===== src/rtl/sdac_pkg.sv =====
package sdac_pkg;
  localparam int unsigned FRAME_W = 16;
  localparam int unsigned CODE_W  = 8;
  localparam int unsigned MODE_W  = 2;
  localparam int unsigned TAIL_W  = 4;
  localparam int unsigned VREF_W  = 12;

  typedef enum logic [MODE_W-1:0] {
    MODE_RUN    = 2'b00,
    MODE_PD_1K  = 2'b01,
    MODE_PD_100K = 2'b10,
    MODE_PD_HIZ = 2'b11
  } pd_mode_e;
endpackage


===== src/rtl/sdac_sync.sv =====
module sdac_sync #(
  parameter int unsigned WIDTH   = 3,
  parameter int unsigned STAGES  = 2,
  parameter logic [WIDTH-1:0] RST_VAL = '1
) (
  input  logic             clk_i,
  input  logic             rst_ni,
  input  logic [WIDTH-1:0] d_i,
  output logic [WIDTH-1:0] q_o
);
  logic [WIDTH-1:0] stage_q [STAGES];

  for (genvar s = 0; s < STAGES; s++) begin : g_stage
    always_ff @(posedge clk_i or negedge rst_ni) begin
      if (!rst_ni) stage_q[s] <= RST_VAL;
      else if (s == 0) stage_q[s] <= d_i;
      else stage_q[s] <= stage_q[(s == 0) ? 0 : s-1];
    end
  end

  assign q_o = stage_q[STAGES-1];
endmodule


===== src/rtl/sdac_frame.sv =====
module sdac_frame #(
  parameter int unsigned FRAME_W = 16
) (
  input  logic               clk_i,
  input  logic               rst_ni,
  input  logic               sel_n_i,
  input  logic               sclk_i,
  input  logic               sdi_i,
  output logic               commit_o,
  output logic               armed_o,
  output logic [FRAME_W-1:0] word_o
);
  localparam int unsigned CNT_W = $clog2(FRAME_W);
  localparam logic [CNT_W-1:0] LAST = CNT_W'(FRAME_W - 1);

  logic               sel_q, sclk_q, armed_q;
  logic [CNT_W-1:0]   cnt_q;
  logic [FRAME_W-1:0] shreg_q;
  logic               sel_fall, sclk_fall, take;

  assign sel_fall  = sel_q & ~sel_n_i;
  assign sclk_fall = sclk_q & ~sclk_i;
  // select fall restarts the frame and wins over a coincident clock edge
  assign take      = armed_q & sclk_fall & ~sel_fall;
  assign word_o    = {shreg_q[FRAME_W-2:0], sdi_i};
  assign commit_o  = take & (cnt_q == LAST);
  assign armed_o   = armed_q;

  always_ff @(posedge clk_i or negedge rst_ni) begin
    if (!rst_ni) begin
      sel_q   <= 1'b1;
      sclk_q  <= 1'b1;
      armed_q <= 1'b0;
      cnt_q   <= '0;
      shreg_q <= '0;
    end else begin
      sel_q  <= sel_n_i;
      sclk_q <= sclk_i;
      if (sel_fall) begin
        armed_q <= 1'b1;
        cnt_q   <= '0;
      end else if (take) begin
        shreg_q <= word_o;
        if (cnt_q == LAST) begin
          armed_q <= 1'b0;
          cnt_q   <= '0;
        end else begin
          cnt_q <= cnt_q + 1'b1;
        end
      end else if (sel_n_i) begin
        armed_q <= 1'b0;
        cnt_q   <= '0;
      end
    end
  end
endmodule


===== src/rtl/sdac_decode.sv =====
module sdac_decode
  import sdac_pkg::*;
(
  input  logic [MODE_W-1:0]      mode_i,
  output logic [(1<<MODE_W)-1:0] term_o
);
  for (genvar m = 0; m < (1 << MODE_W); m++) begin : g_term
    assign term_o[m] = (mode_i == MODE_W'(m));
  end
endmodule


===== src/rtl/sdac_level.sv =====
module sdac_level #(
  parameter int unsigned CODE_W = 8,
  parameter int unsigned VREF_W = 12
) (
  input  logic [CODE_W-1:0] code_i,
  input  logic [VREF_W-1:0] vref_i,
  output logic [VREF_W-1:0] level_o
);
  localparam int unsigned PROD_W = CODE_W + VREF_W;
  logic [PROD_W-1:0] prod;

  assign prod    = PROD_W'(vref_i) * PROD_W'(code_i);
  assign level_o = prod[PROD_W-1:CODE_W];
endmodule


===== src/rtl/sdac_ctrl.sv =====
module sdac_ctrl
  import sdac_pkg::*;
#(
  parameter int unsigned SYNC_STAGES = 2
) (
  input  logic              clk_i,
  input  logic              rst_ni,
  input  logic              fsel_ni,
  input  logic              sclk_i,
  input  logic              sdi_i,
  input  logic [VREF_W-1:0] vref_i,
  output logic [CODE_W-1:0] code_o,
  output logic [MODE_W-1:0] mode_o,
  output logic              amp_en_o,
  output logic              pull_1k_o,
  output logic              pull_100k_o,
  output logic              hiz_o,
  output logic [VREF_W-1:0] level_o
);
  localparam int unsigned CODE_LSB = TAIL_W;
  localparam int unsigned MODE_LSB = TAIL_W + CODE_W;

  logic [2:0]          pins_s;
  logic                commit, armed;
  logic [FRAME_W-1:0]  word;
  logic [CODE_W-1:0]   code_q;
  logic [MODE_W-1:0]   mode_q;
  logic [(1<<MODE_W)-1:0] term;

  sdac_sync #(.WIDTH(3), .STAGES(SYNC_STAGES), .RST_VAL(3'b011)) u_sync (
    .clk_i (clk_i),
    .rst_ni(rst_ni),
    .d_i   ({sdi_i, sclk_i, fsel_ni}),
    .q_o   (pins_s)
  );

  sdac_frame #(.FRAME_W(FRAME_W)) u_frame (
    .clk_i   (clk_i),
    .rst_ni  (rst_ni),
    .sel_n_i (pins_s[0]),
    .sclk_i  (pins_s[1]),
    .sdi_i   (pins_s[2]),
    .commit_o(commit),
    .armed_o (armed),
    .word_o  (word)
  );

  always_ff @(posedge clk_i or negedge rst_ni) begin
    if (!rst_ni) begin
      code_q <= '0;
      mode_q <= MODE_RUN;
    end else if (commit) begin
      code_q <= word[CODE_LSB +: CODE_W];
      mode_q <= word[MODE_LSB +: MODE_W];
    end
  end

  sdac_decode u_decode (
    .mode_i(mode_q),
    .term_o(term)
  );

  sdac_level #(.CODE_W(CODE_W), .VREF_W(VREF_W)) u_level (
    .code_i (code_q),
    .vref_i (vref_i),
    .level_o(level_o)
  );

  assign code_o      = code_q;
  assign mode_o      = mode_q;
  assign amp_en_o    = term[MODE_RUN];
  assign pull_1k_o   = term[MODE_PD_1K];
  assign pull_100k_o = term[MODE_PD_100K];
  assign hiz_o       = term[MODE_PD_HIZ];
endmodule


===== config.mk =====
export PLATFORM = sky130hd
export DESIGN_NAME = sdac_ctrl
export DESIGN_NICKNAME = d
export VERILOG_FILES = /design/src/rtl/sdac_pkg.sv /design/src/rtl/sdac_sync.sv /design/src/rtl/sdac_frame.sv /design/src/rtl/sdac_decode.sv /design/src/rtl/sdac_level.sv /design/src/rtl/sdac_ctrl.sv
export SDC_FILE = /design/constraint.sdc
export NUM_CORES = 1
export LEC_CHECK = 0
export BUFFER_PORTS_ARGS = -buffer_cell sky130_fd_sc_hd__buf_4
export CORE_MARGIN = 4
export CORE_UTILIZATION = 50
export DETAILED_ROUTE_END_ITERATION = 16
export GPL_TIMING_DRIVEN = 0
export PLACE_DENSITY = 0.71
export RECOVER_POWER = 100
export SYNTH_ARGS = -nofsm -noshare
export SYNTH_HDL_FRONTEND = slang
export SYNTH_SLANG_ARGS = --single-unit

===== constraint.sdc =====
create_clock -name clk_i -period 4.2 [get_ports clk_i]
set_clock_uncertainty 0.1 [all_clocks]
set_input_delay 0.21 -clock clk_i [delete_from_list [all_inputs] [get_ports clk_i]]
set_output_delay 0.21 -clock clk_i [all_outputs]
set_load 0.005 [all_outputs]

# == Word level (Yosys, flattened, before mapping) ==
# Index checks and enable logic that the tools add are counted.
# classes
eq_ne,5
n_reduce_logical,4
n_mux,8
n_addsub,1
multipliers,1
bitwise,8
# ops
operator,n
multiplier 12 x 8 -> 20 bit,1
two-way mux 4 bit,4
AND 1 bit,5
"adder 4 x 1 -> 4 bit, second input constant",1
"== test 2 bit, second input constant",2
"== test 4 bit, second input constant",1
two-way mux 1 bit,4
AND reduction 2 bit,2
"!= test 3 x 2 -> 1 bit, second input constant",1
NOT 1 bit,3
nonzero test 3 bit,1
"== test 2 x 1 -> 1 bit, second input constant",1
logical NOT 2 bit,1
# totals
elab_cells,36
reg_bits,36
out_inout_bits,26

# == Logic depth before layout (Yosys ltp) ==
# logic_depth
depth_word,6
ltp_mapped,17

# == Hierarchy ==
# Synthesis repeated with hierarchy kept, for this count alone.
# unflattened
cells_unflattened,449
area_unflattened_um2,4610.7
# modules_own_cells
mod,area_per_inst_um2,seq_area_each_um2,cells_per_inst,n_inst
sdac_level,3010.4,0.0,347,1
sdac_frame,984.7,553.0,68,1
sdac_ctrl,411.6,250.2,21,1
sdac_sync,177.7,155.1,9,1
sdac_decode,26.3,0.0,4,1

# == Worst setup path before layout ==
# Ideal clock, no wire load.
# synth_path
path_type,register -> output
from,register code_q[5] (netlist: code_o[5])
to,output level_o[7]
arrival_ps,4200
path_buffers,1
t_required_ps,3890
setup_slack_ps,-310
stages_incl_launch_ff,16
path_cell_list,dfrtp_1 clkbuf_1 and2_1 fa_1 fa_1 fa_1 inv_1 fa_1 inv_1 ha_1 a21oi_1 o32ai_1 a31oi_2 a21oi_1 a211oi_1 xnor2_1
# synth_between
elab_chain_len,1
# synth_lines
item,line,rtl
from (decl),sdac_ctrl.sv:26,logic [CODE_W-1:0] code_q;
from (signal assigned),sdac_ctrl.sv:53,code_q <= word[CODE_LSB +: CODE_W];
multiplier 12 x 8 -> 20 bit,sdac_level.sv:12,assign prod = PROD_W'(vref_i) * PROD_W'(code_i);
to (decl),sdac_ctrl.sv:18,output logic [VREF_W-1:0] level_o
# No other way between the ends.

# == Final worst setup path ==
# layout_path
from,register code_q[3] (netlist: code_o[3])
to,output level_o[9]
# The elaborated chain is that of the path after synthesis.

==> results.md <==
- Status: finished with violations
- Violated checks: capacitance limit, slew limit, setup timing
- Final Hold Fails: 0
- # diodes: 0
- Grt total ovfl: 0
- Setup TNS: -6030 ps
- Hold Crit Start: u_sync.stage_q[5]
- Worst path depth: 15
- Synthesized flop and latch total: 36
- PwrDens: 141 nW/um^2
- Routed WL: 9100 um
- Sw Pwr: 172 uW
- Die area: 10000 um^2
- First-pass GRT wire length: 16000 um
- Critical Path RT: 3890 ps
- Place WS: -440 ps
- I/O pin cnt: 43
- Fmax: 206 MHz
- Clock tree buffer depth: 2
- YS warnings: 0
- Clock buffer count from CTS: 5
- Post-Syn Nets: 531
- Clock Power Share: 0.392
- Die width: 100 um
- DR WL/cell: 15.2 um
- Root Driver: clkbuf_8
- Htree depth: 2
- Pleak: 2.70 nW
- Sw Share: 0.227
- Slew Limit Fails: 37
- Mapped Avg Cell Area: 10.2 um^2
- Most frequent CP cell: fa_1
- Nets@finish: 606
- TritonRoute pass-1 iters: 6
- Final ANT Viol Nets: 0
- Initial Utilization: 0.516
- Port-buffer cells: 42
- Arr. time, crit path: 4540 ps
- Yosys cell types: 38
- Post-synthesis sequential area ratio: 0.214
- Die Y-Extent: 100 um
- Worst Tran Pin Value: 1870 ps
- Post-Syn Area: 4240 um^2
- Post-route clock period utilization: 1.15
- Final Wtd Congestion: 0.815
- Setup Viol. Count Final: 12
- Reg-to-Reg Start: u_sync.q_o[0]
- CTS tree: yes
- Residual DRC: 0
- DR iter-0 viols: 115
- Vias in the first global route: 3474
- Crit path kind: reg2out
- Critical path launch point type: register
- Initial antenna violation count: 0
- Clock sinks: 36
- Worst min path class: reg2reg
- Number of max-cap violations: 1
- FF-to-FF path depth: 4
- FP Rows: 33
- Number of synthesized flops with an enable pin: 0
- CP Launch Point: code_o[3]
- Post-Synthesis Cells: 417
- Final WS setup: -650 ps
- Area Growth Syn to Fin: 27.3%
- Seq pwr share: 0.521
- Via Count: 3129
- CP Capture Type: output pin
- Vias per std cell: 5.23
- Clock transition at path regs: 80 ps
- Largest net degree at the start of global routing: 37
- Ys async rst share: 1.00
- CP peak stage delay: 590 ps
- Worst vdd ir: 283 uV
- Worst rel slew slack: -0.247
- Critical Path, Cell by Cell: buf_8 -> nand2_1 -> fa_1 -> fa_1 -> inv_1 -> fa_1 -> fa_1 -> ha_4 -> a21oi_4 -> o32ai_4 -> a31oi_4 -> nand4b_1 -> a31oi_1 -> xnor2_1 -> buf_4
- Worst Path Max Fanout: 10
- Post-DP HPWL: 6850 um
- Hold Crit Depth: 0
- Total GRT Usage: 0.200
- Internal Pwr Total: 586 uW
- Min Tclk post-route: 4850 ps
- Worst skew pair latency: 280 ps
- RSZ-0062 raised after global routing: yes
- CP max stage cell: fa_1
- Top delay family on crit path: adder cells
- Core area: 8220 um^2
- Ys flop type: dfrtp_1
- Layout cell share with drive strength beyond 1: 0.343
- Combinational power share: 0.087
- Worst path bufs/invs: 3
worst reg2reg max path: cells and delay by family, from the launching register on:
| family | cells | cell delay [ps] |
|---|---|---|
| flops | 1 | 560 |
| mux | 1 | 420 |
| simple gates | 3 | 1210 |
power by group through the flow:
stage	Combinational, mW	Sequential (mW)	Clock [mW]
3_5_place_dp	0.0644	0.403	0
3_3_place_gp	0.0618	0.400	0
6_report	0.0659	0.395	0.297
5_1_grt	0.0726	0.400	0.322
2_1_floorplan	0.0290	0.396	0
4_1_cts	0.0676	0.397	0.301
per-layer routing:
metal,vias up,global-route usage,wire (um),part of all wire
met3,19,0.0313,316,0.035
met5,-,0,0,0
met4,0,0.0518,170,0.019
li1,1459,-,-,-
met2,64,0.350,4590,0.50
met1,1587,0.259,4020,0.44
cells by family (layout without fill, tap and decap cells):
logic type               after synthesis  count (layout)  share of synthesized area
AO/OA/AOI/OAI                         38              38                     0.0573
buffers and inverters                 83             159                     0.0741
flip-flops                            36              36                      0.214
multiplexers                          23              23                     0.0611
AND/OR/NAND/NOR                      127             127                      0.175
XOR/XNOR                              13              13                     0.0269
adder cells (fa/ha/maj)               97              97                      0.391
cells in the mapped netlist (2+ instances only):
master | count | area share
and2_2 | 6 | 0.011
nor2b_1 | 4 | 0.0059
a31oi_1 | 2 | 0.0030
buf_2 | 2 | 0.0024
nand2_1 | 27 | 0.024
a211oi_1 | 2 | 0.0035
xor2_1 | 5 | 0.010
o21ai_0 | 11 | 0.013
ha_1 | 38 | 0.11
nand3_1 | 3 | 0.0035
nor2_1 | 5 | 0.0044
clkbuf_1 | 8 | 0.0071
xnor2_1 | 8 | 0.017
and2_1 | 71 | 0.10
inv_1 | 73 | 0.065
fa_1 | 59 | 0.28
dfstp_2 | 6 | 0.037
nand2b_1 | 2 | 0.0030
dfrtp_1 | 30 | 0.18
a21oi_1 | 15 | 0.018
mux2_2 | 23 | 0.061
layout make-up:
class,count,area [um^2]
multi-input combinational,298,3340
fill,676,2820
sequential,36,912
timing repair buffer,68,520
inverter,73,274
tap,105,131
buffer,10,104
clock buffer,5,68.8
clock inverter,3,42.5
cells in the final DEF (no fill, tap or decap), types with 3 or more instances in the layout:
master         count
inv_1             66
and2_1            61
fa_1              54
buf_4             48
ha_1              27
dfrtp_1           27
nand2_1           24
mux2_2            23
and2_4            11
ha_4              10
clkbuf_4          10
inv_2              7
xnor2_1            7
o21ai_0            7
clkbuf_8           7
clkbuf_1           6
a21oi_4            5
a21oi_2            5
xor2_1             5
a21oi_1            5
nor2_1             5
fa_2               5
and2_2             4
nor2b_1            4
buf_8              4
dlygate4sd3_1      4
nand2_2            3
o21ai_1            3
buf_6              3
dfrtp_2            3
dfstp_2            3
dfstp_1            3
final timing paths:
path | slack, ps | endpoint
worst max-delay path | -650 | level_o[9]
worst min-delay path | 260 | u_sync.q_o[2]
worst max register to register | 1790 | code_o[0]
worst min register to register | 260 | u_sync.q_o[2]
max in group asynchronous | 1870 | code_o[2]
min in group asynchronous | 920 | mode_o[1]
sequential cells by signal (all words and copies together), names as in the netlist:
signal           cells
u_frame.sel_q        1
u_frame.cnt_q        4
u_frame.shreg_q     13
u_sync.q_o           3
u_frame.armed_o      1
mode_o               2
code_o               8
u_frame.sclk_q       1
u_sync.stage_q       3
what timing repair did:
item | CTS | global route
resized for setup | 27 | 29
hold endpoints to repair | 33 | 0
hold buffers | 4 | 0
cloned | 1 | 0
setup buffers | 13 | 9
endpoints found under the setup margin | 12 | 12
pin swaps | 15 | 45
per-stage QoR:
step / hold WS [ps] / area [um^2] / utilization / cells / total power, mW
6_report: 255 / 5400 / 0.657 / 598 / 0.758
5_1_grt: 266 / 5400 / 0.657 / 598 / 0.795
4_1_cts: 253 / 5280 / 0.642 / 590 / 0.766
3_5_place_dp: 87.7 / 4880 / 0.594 / 564 / 0.468
3_3_place_gp: 79.1 / 4880 / 0.594 / 564 / 0.462
2_1_floorplan: -186 / 4440 / - / 417 / 0.425
(Power assumes the default switching activity.)
